### src/rtl/db_pkg.sv
package db_pkg;

  typedef enum logic {
    DB_POW2 = 1'b0,
    DB_TIMED = 1'b1
  } db_mode_e;

  // Preload for the time-based timer; the three cycles cover sync and load.
  function automatic int unsigned timed_preload(input int unsigned settle_us,
                                                input int unsigned period_ns);
    return (settle_us * 1000) / period_ns - 3;
  endfunction

endpackage

### src/rtl/db_sync.sv
module db_sync #(
  parameter int unsigned W = 4
) (
  input  logic         clk,
  input  logic         rst_n,
  input  logic [W-1:0] d_i,
  output logic [W-1:0] stg1_o,
  output logic [W-1:0] stg2_o
);

  logic [W-1:0] stg1_q, stg2_q;

  always_ff @(posedge clk or negedge rst_n) begin
    if (!rst_n) begin
      stg1_q <= '0;
      stg2_q <= '0;
    end else begin
      stg1_q <= d_i;
      stg2_q <= stg1_q;
    end
  end

  assign stg1_o = stg1_q;
  assign stg2_o = stg2_q;

endmodule

### src/rtl/db_pow2_timer.sv
module db_pow2_timer #(
  parameter int unsigned CNT_MSB = 19
) (
  input  logic clk,
  input  logic rst_n,
  input  logic new_i,
  input  logic old_i,
  output logic lvl_o
);

  localparam int unsigned CW = CNT_MSB + 1;

  logic [CW-1:0] cnt_q, cnt_d;
  logic          lvl_q, lvl_d;
  logic          cnt_en, lvl_en;

  always_comb begin
    cnt_d  = cnt_q;
    lvl_d  = lvl_q;
    cnt_en = 1'b0;
    lvl_en = 1'b0;
    if (new_i ^ old_i) begin
      cnt_d  = '0;
      cnt_en = 1'b1;
    end else if (!cnt_q[CNT_MSB]) begin
      cnt_d  = cnt_q + CW'(1);
      cnt_en = 1'b1;
    end else begin
      lvl_d  = old_i;
      lvl_en = 1'b1;
    end
  end

  always_ff @(posedge clk or negedge rst_n) begin
    if (!rst_n) begin
      cnt_q <= '0;
      lvl_q <= 1'b0;
    end else begin
      if (cnt_en) cnt_q <= cnt_d;
      if (lvl_en) lvl_q <= lvl_d;
    end
  end

  assign lvl_o = lvl_q;

endmodule

### src/rtl/db_timed_timer.sv
module db_timed_timer #(
  parameter int unsigned PRELOAD = 149997,
  parameter int unsigned CW      = 19
) (
  input  logic clk,
  input  logic rst_n,
  input  logic new_i,
  input  logic old_i,
  output logic lvl_o
);

  logic [CW-1:0] cnt_q, cnt_d;
  logic          lvl_q, lvl_d;
  logic          lvl_en;

  // Counts down only while both stages agree on a level that differs
  // from the output; any other situation reloads the full interval.
  always_comb begin
    lvl_d  = lvl_q;
    lvl_en = 1'b0;
    cnt_d  = CW'(PRELOAD);
    if (cnt_q[CW-1]) begin
      lvl_d  = old_i;
      lvl_en = 1'b1;
    end else if ((new_i == old_i) && (old_i != lvl_q)) begin
      cnt_d = cnt_q - CW'(1);
    end
  end

  always_ff @(posedge clk or negedge rst_n) begin
    if (!rst_n) begin
      cnt_q <= CW'(PRELOAD);
      lvl_q <= 1'b0;
    end else begin
      cnt_q <= cnt_d;
      if (lvl_en) lvl_q <= lvl_d;
    end
  end

  assign lvl_o = lvl_q;

endmodule

### src/rtl/debounce_bank.sv
module debounce_bank #(
  parameter int unsigned      NUM_CH        = 4,
  parameter db_pkg::db_mode_e MODE          = db_pkg::DB_POW2,
  parameter int unsigned      CNT_MSB       = 19,
  parameter int unsigned      CLK_PERIOD_NS = 20,
  parameter int unsigned      SETTLE_US     = 3000
) (
  input  logic              clk,
  input  logic              rst_n,
  input  logic [NUM_CH-1:0] btn_i,
  output logic [NUM_CH-1:0] btn_o
);

  localparam int unsigned PRELOAD = db_pkg::timed_preload(SETTLE_US, CLK_PERIOD_NS);
  localparam int unsigned TCW     = $clog2(PRELOAD + 1) + 1;

  logic [1:0]        rst_sync_q;
  logic              rst_int_n;
  logic [NUM_CH-1:0] stg1, stg2;

  always_ff @(posedge clk or negedge rst_n) begin
    if (!rst_n) rst_sync_q <= '0;
    else        rst_sync_q <= {rst_sync_q[0], 1'b1};
  end
  assign rst_int_n = rst_sync_q[1];

  db_sync #(.W(NUM_CH)) u_sync (
    .clk    (clk),
    .rst_n  (rst_int_n),
    .d_i    (btn_i),
    .stg1_o (stg1),
    .stg2_o (stg2)
  );

  for (genvar ch = 0; ch < NUM_CH; ch++) begin : g_ch
    if (MODE == db_pkg::DB_POW2) begin : g_pow2
      db_pow2_timer #(.CNT_MSB(CNT_MSB)) u_tmr (
        .clk   (clk),
        .rst_n (rst_int_n),
        .new_i (stg1[ch]),
        .old_i (stg2[ch]),
        .lvl_o (btn_o[ch])
      );
    end else begin : g_timed
      db_timed_timer #(.PRELOAD(PRELOAD), .CW(TCW)) u_tmr (
        .clk   (clk),
        .rst_n (rst_int_n),
        .new_i (stg1[ch]),
        .old_i (stg2[ch]),
        .lvl_o (btn_o[ch])
      );
    end
  end

endmodule

### config.mk
export PLATFORM = sky130hd
export DESIGN_NAME = debounce_bank
export DESIGN_NICKNAME = d
export VERILOG_FILES = /design/src/rtl/db_pkg.sv /design/src/rtl/db_sync.sv /design/src/rtl/db_pow2_timer.sv /design/src/rtl/db_timed_timer.sv /design/src/rtl/debounce_bank.sv
export SDC_FILE = /design/constraint.sdc
export NUM_CORES = 1
export LEC_CHECK = 0
export BUFFER_PORTS_ARGS = -buffer_cell sky130_fd_sc_hd__buf_4
export CAP_MARGIN = 30
export CORE_MARGIN = 2
export CORE_UTILIZATION = 30
export CTS_CLUSTER_DIAMETER = 200
export DETAILED_ROUTE_END_ITERATION = 6
export HOLD_SLACK_MARGIN = 0.08
export PLACE_DENSITY_LB_ADDON = 0.15
export RECOVER_POWER = 100
export SETUP_SLACK_MARGIN = 0.5
export SKIP_CTS_REPAIR_TIMING = 1
export SYNTH_ARGS = -nofsm -noshare
export SYNTH_HDL_FRONTEND = slang
export SYNTH_HIERARCHICAL = 1
export SYNTH_SLANG_ARGS = --single-unit
### constraint.sdc
create_clock -name clk -period 4.1 [get_ports clk]
set_input_delay 0.82 -clock clk [delete_from_list [all_inputs] [get_ports clk]]
set_output_delay 0.82 -clock clk [all_outputs]
set_load 0.01 [all_outputs]
==> metrics list <==
- Result of the run: completed
- The first global-routing pass estimated 15300 µm of wire.
- The number of global-route vias before repair was 3213.
- For the pin with the worst max-slew slack, the measured transition is 1.36 ns.
* Number of nets in the layout: 470
* Slowest cell on the critical path: clkbuf_1
* Number of clock buffers inserted by TritonCTS: 9
* Post-synth top area share: 0.512
- Static leakage power: 1.97 nW
* Critical Path Sink Type: asynchronous set/reset pin
* Total standard cell area after synthesis: 4600 µm²
- The initial utilization of the core area, before any placement, comes to 0.305.
- Overflow left after global routing: 0
* Setup repair after global routing missed its margin: no
- Shortest period the worst path allows: 2.21 ns
- The tree is rooted in a clkbuf_16.
* Via count of the routed design: 3239
* Buffers on Ports: 9
* Overall die area: 16300 µm²
* Final WL: 8530 µm
- Layout cells sized above 1: 0.0581
* Max FO, Critical Path: 68
* Total buffers and inverters traversed by the critical path: 1
- After clock tree synthesis, the clock-pin slew on the worst setup and hold paths is 0.06 ns.
- H-tree levels: 3
- Worst Path Arrival: 2.43 ns
- DRC violation count after routing: 0
- The clock arrives with 0.00530 ns of skew.
* Count of pins on the block boundary: 10
- Summed over all nets, the half-perimeter wirelength after detailed placement is 5580 µm.
* Initial antenna violation count: 0
- Headroom to the max-slew limit: 0.0951
* Mean instance size in the synthesized netlist: 10.3 µm²
- The worst register-to-register path has a depth of 1.
* Antenna-violating nets left: 0
- Initial DRC Count: 217
- Across every metal layer, demand over resource in global routing totals 0.115.
- Leaving out fill and tap cells, the most frequent cell in the layout is dfrtp_1.
- At the end of routability-driven placement, the weighted congestion stood at 0.740.
* Reg-to-reg critical path endpoint: g_ch[0].g_pow2.u_tmr/cnt_q[13]$_DFFE_PN0N_
* Critical path start-end classification: reg -> async
- In this run, synthesis produced a sequential element count of 94.
- At the later pin of the worst-skew pair, clock insertion delay measures 0.34 ns.
- Cell breakdown of the critical path: clkbuf_1
* Proportion of synthesized chip area in sequential cells: 0.512
- The startpoint identified for the worst register-to-register timing path is rst_sync_q[1]$_DFF_PN0_.
* Final instance area: 5000 µm²
* Power density over cell area: 371 nW/µm²
- Library cell occupying the most area in the post-synthesis netlist: dfrtp_1
- Maxcap violations: 0
- The final number of max-transition violations is 0.
- Number of standard cells after synthesis: 447
- Clock sinks: 94
- Derived from the worst setup path, the maximum achievable clock frequency is 453 MHz.
- Maximum clock path buffer count: 2
- Entering global routing, the biggest net connects 69 pins.
- The repair_antennas step left the layout with diodes totalling 0.
* Final setup violation count: 0
- Compared with the post-synthesis result, the final layout area differs by 8.79%.
* Largest delay share family, worst path: buffers and inverters
- The worst setup path is launched from a register.
- Vertical extent of the die: 128 µm
- Yosys attributes the largest share of cell area to dfrtp_1 (51%), xnor2_1 (6.9%), nor2_1 (5.2%).
* Class of the tightest hold or removal check: in -> async
- In the routed layout, each cell is associated on average with a via count of 4.96.
* Syn_nets: 457
- The die is 128 µm wide.
- WL per Instance: 13.1 µm
- Number of distinct library cells after synthesis: 37
- Core outline area: 15100 µm²
- The number of endpoints with negative hold slack in the final report came to 0.
* R2R Setup Slk: 1.89 ns
- TritonCTS clock tree: yes
- The first detailed-routing pass ran for 4 iterations.
- Setup total negative slack on the finished layout was measured at 0 ns.
- Slowest cell delay on critical path: 1.06 ns
- The placed instances occupy a cell area of 4870 µm².
- At the worst endpoint, the required time is 4.32 ns.
- In the layout the commonest cells are dfrtp_1 (93), nor2_1 (64), xnor2_1 (36).
- Fraction of the cycle the final worst path needs: 0.538
- IR analysis of the VDD net gives a maximum drop of 0.000193 V.
- During synthesis, Yosys emitted a total of 6 warnings.
* Core Rows: 45
==> power by group <==
part           internal [mW]  switching [mW]  total (mW)
logic                 0.0349          0.0557      0.0907
clock network          0.429           0.338       0.767
registers              0.952          0.0448       0.997
==> logic make-up after synthesis <==
kind of cell / Yosys count / synth area share
muxes: 7 / 0.0152
xor gates and xnor gates: 52 / 0.0991
adders and majority gates: 4 / 0.0109
and+or+nand+nor: 209 / 0.263
other: 1 / 0.000816
DFF: 94 / 0.512
AOI/OAI and AO/OA: 62 / 0.0784
buffers and inverters: 18 / 0.0207
==> registers in the layout (all words and copies together), names as in the netlist <==
name and count:
g_ch.g_pow2.u_tmr/cnt_q 80, g_ch.g_pow2.u_tmr/lvl_o 4, rst_sync_q 2, u_sync/stg1_o 4
u_sync/stg2_o 4
==> cell usage after synthesis, drive strengths merged <==
master,instances
dfrtp,94
nor2,64
xnor2,36
nand2,31
a21oi,30
nor3,20
nand3,19
or3,19
xor2,16
o21ai,14
nor4,12
nand4,11
nand4b,8
clkbuf,7
mux2i,7
nand2b,7
nand3b,7
a31oi,6
inv,6
buf,5
o31ai,5
and4,4
ha,4
nor2b,4
a31o,3
a41o,3
or4,2
conb,1
nor4b,1
o41ai,1
==> worst max-delay path by stage <==
stage	startpoint	end	cells after the start
after global routing	rst_sync_q[1]$_DFF_PN0_	g_ch[0].g_pow2.u_tmr/cnt_q[3]$_DFFE_PN0N_	1
after detailed placement	g_ch[3].g_pow2.u_tmr/cnt_q[19]$_DFFE_PN0N_	g_ch[3].g_pow2.u_tmr/cnt_q[15]$_DFFE_PN0N_	4
after CTS	g_ch[3].g_pow2.u_tmr/cnt_q[19]$_DFFE_PN0N_	g_ch[3].g_pow2.u_tmr/cnt_q[15]$_DFFE_PN0N_	4
after global placement	g_ch[1].g_pow2.u_tmr/cnt_q[0]$_DFFE_PN0N_	g_ch[1].g_pow2.u_tmr/cnt_q[18]$_DFFE_PN0N_	5
final	rst_sync_q[1]$_DFF_PN0_	g_ch[0].g_pow2.u_tmr/cnt_q[13]$_DFFE_PN0N_	1
after floorplan	rst_sync_q[1]$_DFF_PN0_	g_ch[0].g_pow2.u_tmr/cnt_q[0]$_DFFE_PN0N_	0
==> routing by layer <==
layer | part of all wire | track usage | vias to the layer above
met5 | 0 | 0 | -
met4 | 0.021 | 0.0569 | 0
met3 | 0.022 | 0.0205 | 11
met2 | 0.43 | 0.169 | 35
met1 | 0.53 | 0.164 | 1589
li1 | - | - | 1604
==> metrics by stage <==
step	instances	hold slack, ns	utilization	setup slack [ns]	power, mW
floorplan	447	0.331	-	1.29	1.08
global placement	637	0.337	0.323	2.23	1.12
detailed placement	637	0.346	0.323	2.14	1.12
CTS	653	0.231	0.340	2.12	1.91
global route	653	0.243	0.331	1.40	1.96
finish	653	0.252	0.331	1.89	1.85
==> final cells by class <==
type | count | area (µm²)
fill | 1579 | 10100
clock inverter | 1 | 5.00
inverter | 6 | 22.5
tap | 188 | 235
clock buffer | 15 | 258
multi-input combinational | 335 | 2060
timing repair buffer | 14 | 67.6
sequential | 94 | 2360
Power figures use the tool's default switching activity.
